**src/rtl/dsm2_pkg.sv**
```systemverilog
package dsm2_pkg;
    typedef enum logic [1:0] {
        ST_PRIME_HI = 2'd0,
        ST_PRIME_LO = 2'd1,
        ST_RUN      = 2'd2
    } dsm_state_t;
endpackage

```
**src/rtl/dsm2_ctrl.sv**
```systemverilog
module dsm2_ctrl
    import dsm2_pkg::*;
#(
    parameter int HOLD_STD = 24,
    parameter int HOLD_DBL = 12
) (
    input  logic clk,
    input  logic rst,
    input  logic ce,
    input  logic dbl_speed,
    output logic upd,
    output logic load,
    output logic force_en,
    output logic force_val
);
    localparam int HMAX = (HOLD_STD > HOLD_DBL) ? HOLD_STD : HOLD_DBL;
    localparam int PW   = (HMAX > 2) ? $clog2(HMAX) : 1;

    dsm_state_t st, nxt;
    logic [PW-1:0] phase;
    logic [PW-1:0] lim;
    logic          spd_q;
    logic          spd_now;

    // state register
    always_ff @(posedge clk) begin
        if (rst) st <= ST_PRIME_HI;
        else     st <= nxt;
    end

    always_comb begin
        nxt = st;
        unique case (st)
            ST_PRIME_HI: if (ce) nxt = ST_PRIME_LO;
            ST_PRIME_LO: if (ce) nxt = ST_RUN;
            ST_RUN:      nxt = ST_RUN;
            default:     nxt = ST_PRIME_HI;
        endcase
    end

    // outputs
    always_comb begin
        upd       = 1'b0;
        force_en  = 1'b0;
        force_val = 1'b0;
        unique case (st)
            ST_PRIME_HI: begin force_en = ce; force_val = 1'b1; end
            ST_PRIME_LO: begin force_en = ce; force_val = 1'b0; end
            ST_RUN:      upd = ce;
            default:     ;
        endcase
        load = upd && (phase == '0);
    end

    always_comb begin
        spd_now = (phase == '0) ? dbl_speed : spd_q;
        lim     = spd_now ? PW'(HOLD_DBL - 1) : PW'(HOLD_STD - 1);
    end

    always_ff @(posedge clk) begin
        if (rst) begin
            phase <= '0;
            spd_q <= 1'b0;
        end else if (upd) begin
            if (phase == '0) spd_q <= dbl_speed;
            phase <= (phase == lim) ? '0 : phase + 1'b1;
        end
    end

    a_r5_phase_range: assert property (@(posedge clk) disable iff (rst)
        phase <= PW'(HMAX - 1));
    a_r5_dbl_wrap: assert property (@(posedge clk) disable iff (rst)
        (upd && spd_q && phase == PW'(HOLD_DBL - 1) && phase != '0) |=> phase == '0);
    a_r1_run_entry: assert property (@(posedge clk) disable iff (rst)
        (st == ST_RUN && $past(st) != ST_RUN) |-> $past(st) == ST_PRIME_LO);
    a_r2_phase_idle: assert property (@(posedge clk) disable iff (rst)
        !ce |=> $stable(phase));
endmodule

```
**src/rtl/dsm2_loop.sv**
```systemverilog
module dsm2_loop #(
    parameter int DW      = 16,
    parameter int SW      = 20,
    parameter int FS_LOG2 = 15
) (
    input  logic                 clk,
    input  logic                 rst,
    input  logic                 upd,
    input  logic                 load,
    input  logic                 force_en,
    input  logic                 force_val,
    input  logic signed [DW-1:0] x_in,
    output logic                 bit_o
);
    localparam int VW = SW + 3;
    localparam logic signed [VW-1:0] FS_V    = VW'(1 << FS_LOG2);
    localparam logic signed [VW-1:0] SAT_MAX = VW'((1 << (SW - 1)) - 1);
    localparam logic signed [VW-1:0] SAT_MIN = -SAT_MAX - VW'(1);

    logic signed [SW-1:0] e1, e2, xh;
    logic signed [SW-1:0] xe, x3, xs, xcur, esat;
    logic signed [VW-1:0] v, eraw;
    logic                 q;

    always_comb begin
        xe   = SW'(x_in);
        x3   = xe + (xe <<< 1);
        xs   = x3 >>> 2;
        xcur = load ? xs : xh;
        v    = VW'(xcur) + (VW'(e1) <<< 1) - VW'(e2);
        q    = ~v[VW-1];
        eraw = q ? (v - FS_V) : (v + FS_V);
        if (eraw > SAT_MAX)      esat = SW'(SAT_MAX);
        else if (eraw < SAT_MIN) esat = SW'(SAT_MIN);
        else                     esat = SW'(eraw);
    end

    always_ff @(posedge clk) begin
        if (rst) begin
            e1    <= '0;
            e2    <= '0;
            xh    <= '0;
            bit_o <= 1'b0;
        end else if (force_en) begin
            bit_o <= force_val;
        end else if (upd) begin
            if (load) xh <= xs;
            e2    <= e1;
            e1    <= esat;
            bit_o <= q;
        end
    end

    a_r2_bit_hold: assert property (@(posedge clk) disable iff (rst)
        (!upd && !force_en) |=> $stable(bit_o));
    a_r1_force_bit: assert property (@(posedge clk) disable iff (rst)
        force_en |=> bit_o == $past(force_val));
    a_r1_prime_clear: assert property (@(posedge clk) disable iff (rst)
        force_en |=> (e1 == '0 && e2 == '0));
    a_r5_hold_sample: assert property (@(posedge clk) disable iff (rst)
        (upd && !load) |=> $stable(xh));
    a_r3_err_shift: assert property (@(posedge clk) disable iff (rst)
        upd |=> e2 == $past(e1));
endmodule

```
**src/rtl/dsm2_dual.sv**
```systemverilog
module dsm2_dual #(
    parameter int DW       = 16,
    parameter int SW       = 20,
    parameter int FS_LOG2  = 15,
    parameter int HOLD_STD = 24,
    parameter int HOLD_DBL = 12
) (
    input  logic                 clk,
    input  logic                 rst,
    input  logic                 ce,
    input  logic                 dbl_speed,
    input  logic signed [DW-1:0] pcm_l,
    input  logic signed [DW-1:0] pcm_r,
    output logic                 bit_l,
    output logic                 bit_r
);
    localparam int NCH = 2;

    logic upd, load, force_en, force_val;
    logic signed [DW-1:0] pcm [NCH];
    logic [NCH-1:0] bits;

    assign pcm[0] = pcm_l;
    assign pcm[1] = pcm_r;
    assign bit_l  = bits[0];
    assign bit_r  = bits[1];

    dsm2_ctrl #(.HOLD_STD(HOLD_STD), .HOLD_DBL(HOLD_DBL)) u_ctrl (
        .clk(clk), .rst(rst), .ce(ce), .dbl_speed(dbl_speed),
        .upd(upd), .load(load), .force_en(force_en), .force_val(force_val)
    );

    for (genvar c = 0; c < NCH; c++) begin : g_ch
        dsm2_loop #(.DW(DW), .SW(SW), .FS_LOG2(FS_LOG2)) u_loop (
            .clk(clk), .rst(rst), .upd(upd), .load(load),
            .force_en(force_en), .force_val(force_val),
            .x_in(pcm[c]), .bit_o(bits[c])
        );
    end

    a_r6_lockstep_prime: assert property (@(posedge clk) disable iff (rst)
        force_en |=> bit_l == bit_r);
endmodule

```
**config.mk**
```make
export PLATFORM = sky130hd
export DESIGN_NAME = dsm2_dual
export DESIGN_NICKNAME = d
export VERILOG_FILES = /design/src/rtl/dsm2_pkg.sv /design/src/rtl/dsm2_ctrl.sv /design/src/rtl/dsm2_loop.sv /design/src/rtl/dsm2_dual.sv
export SDC_FILE = /design/constraint.sdc
export NUM_CORES = 1
export LEC_CHECK = 0
export CAP_MARGIN = 0
export CORE_UTILIZATION = 44
export CTS_CLUSTER_DIAMETER = 30
export DETAILED_ROUTE_END_ITERATION = 12
export DONT_BUFFER_PORTS = 1
export PLACE_DENSITY = 0.61
export SLEW_MARGIN = 20
export SYNTH_ARGS = -nofsm -noshare
export SYNTH_HDL_FRONTEND = slang
export SYNTH_SLANG_ARGS = --single-unit
```
**constraint.sdc**
```tcl
create_clock -name clk -period 12.1 [get_ports clk]
set_input_delay 1.21 -clock clk [delete_from_list [all_inputs] [get_ports clk]]
set_output_delay 1.21 -clock clk [all_outputs]
set_load 0.1 [all_outputs]
```
==> run_results.csv <==
group,metric,value,unit
die,start_util,0.4478,
detailed_routing,drtIter0Drc,495,
synthesis,syn-mean-instance-area,8.005,sq um
die,core_area,23470,sq um
placement,detailed_place_hpwl,18110,um
synthesis,syn_nets,1484,
timing,fmax,115.5,MHz
worst_hold_path,hold_path.class,"reg2reg",
synthesis,synth_edf_count,0,
global_routing,gr-usage-met3,0.03877,
placement,gp_congestion,0.8812,
global_routing,top_usage_layer,"met2",
finish,mostFrequentLayoutCells,"224 x nand2_1, 145 x a21oi_1, 130 x dfxtp_1",
detailed_routing,routed_wl,25010,um
die,die_height,156.6,um
synthesis,syn_area,10510,sq um
finish,nNetsFinal,1455,
critical_path,crit_fanout,19,
clocking,path_clk_slew,0.06,ns
critical_path,critical_path.max_stage_delay,0.89,ns
synthesis,syn_inst,1313,
clocking,post_cts_buffers,0,
global_routing,grt_max_degree,130,
timing,tns,0,ns
critical_path,cp.required,12.33,ns
timing,rsz0062_at_grt,"false",
critical_path,cpMaxStageDelayCell,"o31ai_4",
finish,seqCellArea,2603,sq um
detailed_routing,routedWlPerCell,15.48,um
detailed_routing,route.detailed.drc,0,
placement,dpl-instance-area,10700,sq um
worst_hold_path,hold_depth,2,
critical_path,endpoint_kind,"flip-flop",
timing,skew,0.01102,ns
die,rows,56,
critical_path,worstSetupPathType,"in2reg",
worst_hold_path,hp-start,"g_ch[0].u_loop.xh[7]$_SDFFE_PP0P_",
timing,max-slew-margin-rel,0.2775,
finish,fin_util,0.4808,
global_routing,grt_pass1_wl,42060,um
die,ios,38,
die,fp.dieW,156.6,um
timing,setup_viol,0,
detailed_routing,antenna_left,0,
finish,syn2layout_area_growth,7.381,%
clocking,cts_htree_levels,4,
placement,dpl.cell_count,1584,
flow_run,cap_violations,0,
global_routing,use_met1,0.2695,
finish,multi_input_area,7258,sq um
detailed_routing,first_pass_iters,6,
finish,finalNonFillerCells,1616,
global_routing,grt_pass1_vias,8550,
critical_path,r2r_start,"u_ctrl.st[0]$_SDFFE_PP0P_",
critical_path,cp-startpoint,"pcm_r[1]",
finish,mostFrequentLayoutCell,"nand2_1",
clocking,cts.repair.resized,0,
clocking,tritoncts,"done",
global_routing,antenna_found_initial,0,
critical_path,startpoint_type,"input port",
critical_path,reg2reg_setup_slack,3.99,ns
global_routing,grt_overflow_total,0,
global_routing,grt_use_total,0.2140,
critical_path,crit_arrival,8.89,ns
clocking,cts_root_buffer,"clkbuf_16",
finish,design_area,11290,sq um
timing,finalCriticalPeriod,8.656,ns
detailed_routing,vias_per_cell,5.463,
timing,hold_viol_final,0,
clocking,hold_buffers,0,
worst_hold_path,whs_endpoint,"g_ch[0].u_loop.xh[7]$_SDFFE_PP0P_",
clocking,worstSkewPairLatency,0.42,ns
synthesis,synthArstFlopShare,0,
timing,period_share,0.7153,
synthesis,dominantRegCellSynth,"dfxtp_1",
synthesis,synth.distinct_cells,78,
die,die_area,24510,sq um
finish,drive_gt1_frac,0.06939,
critical_path,worst-r2r-cell-count,27,
timing,slew_violations,0,
outcome,status,"complete, no violations",
finish,diodes,0,
synthesis,yosys_warnings,0,
clocking,cts_num_sinks,130,
detailed_routing,via_count,8828,
clocking,cts_made_buffers,17,
synthesis,synth_seq_area_share,0.2476,
placement,port_buffers,0,
global_routing,met2_usage,0.3754,
clocking,cts.path.max_buffers,2,
synthesis,ys_ff_latch,130,
timing,worst_pin_slew,1.084,ns
finish,fill_cells,2354,
critical_path,r2r-end,"g_ch[0].u_loop.e1[6]$_SDFFE_PP0P_",
==> layer usage <==
metal,vias up,wire [um]
li1,4515,-
met1,4181,11690
met2,113,12340
met3,19,721
met4,0,267
met5,-,0
==> flip-flops by register name (all words and copies together), names as in the netlist <==
signal             cells
u_ctrl.st              2
g_ch.u_loop.e1        40
g_ch.u_loop.xh        40
g_ch.u_loop.bit_o      2
g_ch.u_loop.e2        40
u_ctrl.phase           5
u_ctrl.spd_q           1
==> per-stage QoR <==
step / hold slack [ns] / setup slack [ns]
after floorplan: 0.4319 / 4.318
after global placement: 0.4344 / 3.102
after detailed placement: 0.4411 / 3.104
after CTS: 0.4495 / 3.489
after global routing: 0.4665 / 2.810
final: 0.4533 / 3.444
==> how the worst max path moves through the flow <==
stage	to	slack, ns	cells after the start
6_report	g_ch[1].u_loop.e1[16]$_SDFFE_PP0P_	3.44	28
5_1_grt	g_ch[1].u_loop.e1[16]$_SDFFE_PP0P_	2.81	29
4_1_cts	g_ch[1].u_loop.e1[16]$_SDFFE_PP0P_	3.49	31
3_5_place_dp	g_ch[1].u_loop.e1[18]$_SDFFE_PP0P_	3.10	28
3_3_place_gp	g_ch[1].u_loop.e1[18]$_SDFFE_PP0P_	3.10	28
2_1_floorplan	g_ch[1].u_loop.e1[10]$_SDFFE_PP0P_	4.32	30
==> cells by family (layout without fill, tap and decap cells) <==
kind of cell | after synthesis | in the layout | synth area share
and+or+nand+nor | 411 | 411 | 0.1699
AOI/OAI and AO/OA | 396 | 396 | 0.2517
buffers and inverters | 156 | 140 | 0.06250
adders and majority gates | 135 | 135 | 0.1936
DFF | 130 | 130 | 0.2476
xor gates and xnor gates | 73 | 73 | 0.06286
muxes | 12 | 12 | 0.01190
==> final cells by class <==
class,instances,area share
sequential,130,0.2306
timing repair buffer,9,0.005987
multi-input combinational,1027,0.6431
inverter,99,0.03304
clock inverter,14,0.01386
tap,319,0.03537
clock buffer,18,0.03803
==> critical path: cells and delay by family <==
family	cells	cell delay, ns
compound gates	18	5.32
xor+xnor	1	0.19
fa+ha+maj	4	1.40
buf+inv	1	0.05
simple gates	4	0.70
==> synth_stat cells (all sizes together) (2+ instances only) <==
library cell | n | area, sq um
o2111ai | 2 | 17.52
o21a | 6 | 45.04
clkbuf | 43 | 171.4
ha | 89 | 1114
a21oi | 146 | 734.5
mux2 | 4 | 45.04
o221ai | 3 | 26.28
o22ai | 7 | 62.56
nor2 | 93 | 349.1
or2 | 6 | 37.54
nor3 | 19 | 100.1
a31oi | 3 | 25.02
buf | 13 | 101.3
o41ai | 4 | 35.03
nor4 | 5 | 46.29
or3 | 10 | 65.06
nor2b | 2 | 12.51
nand4 | 9 | 56.30
nand2b | 9 | 56.30
fa | 46 | 920.9
a311oi | 2 | 23.77
o21bai | 32 | 240.2
a221oi | 4 | 35.03
a21o | 38 | 287.8
inv | 98 | 367.9
nand4b | 6 | 52.55
a41oi | 4 | 42.55
mux2i | 8 | 80.08
o21ai | 68 | 362.9
a31o | 3 | 26.28
o2111a | 2 | 22.52
a2111o | 2 | 22.52
xor2 | 26 | 227.7
xnor2 | 46 | 410.4
nand3 | 13 | 65.06
a21boi | 4 | 30.03
o32ai | 16 | 140.1
o211ai | 7 | 52.55
a211oi | 36 | 335.3
nand2 | 224 | 840.8
and3 | 3 | 18.77
and2 | 8 | 51.30
dfxtp | 130 | 2603
Power is not shown: default switching activity piles up to over one toggle a cycle in this logic, so the estimate is an artifact.
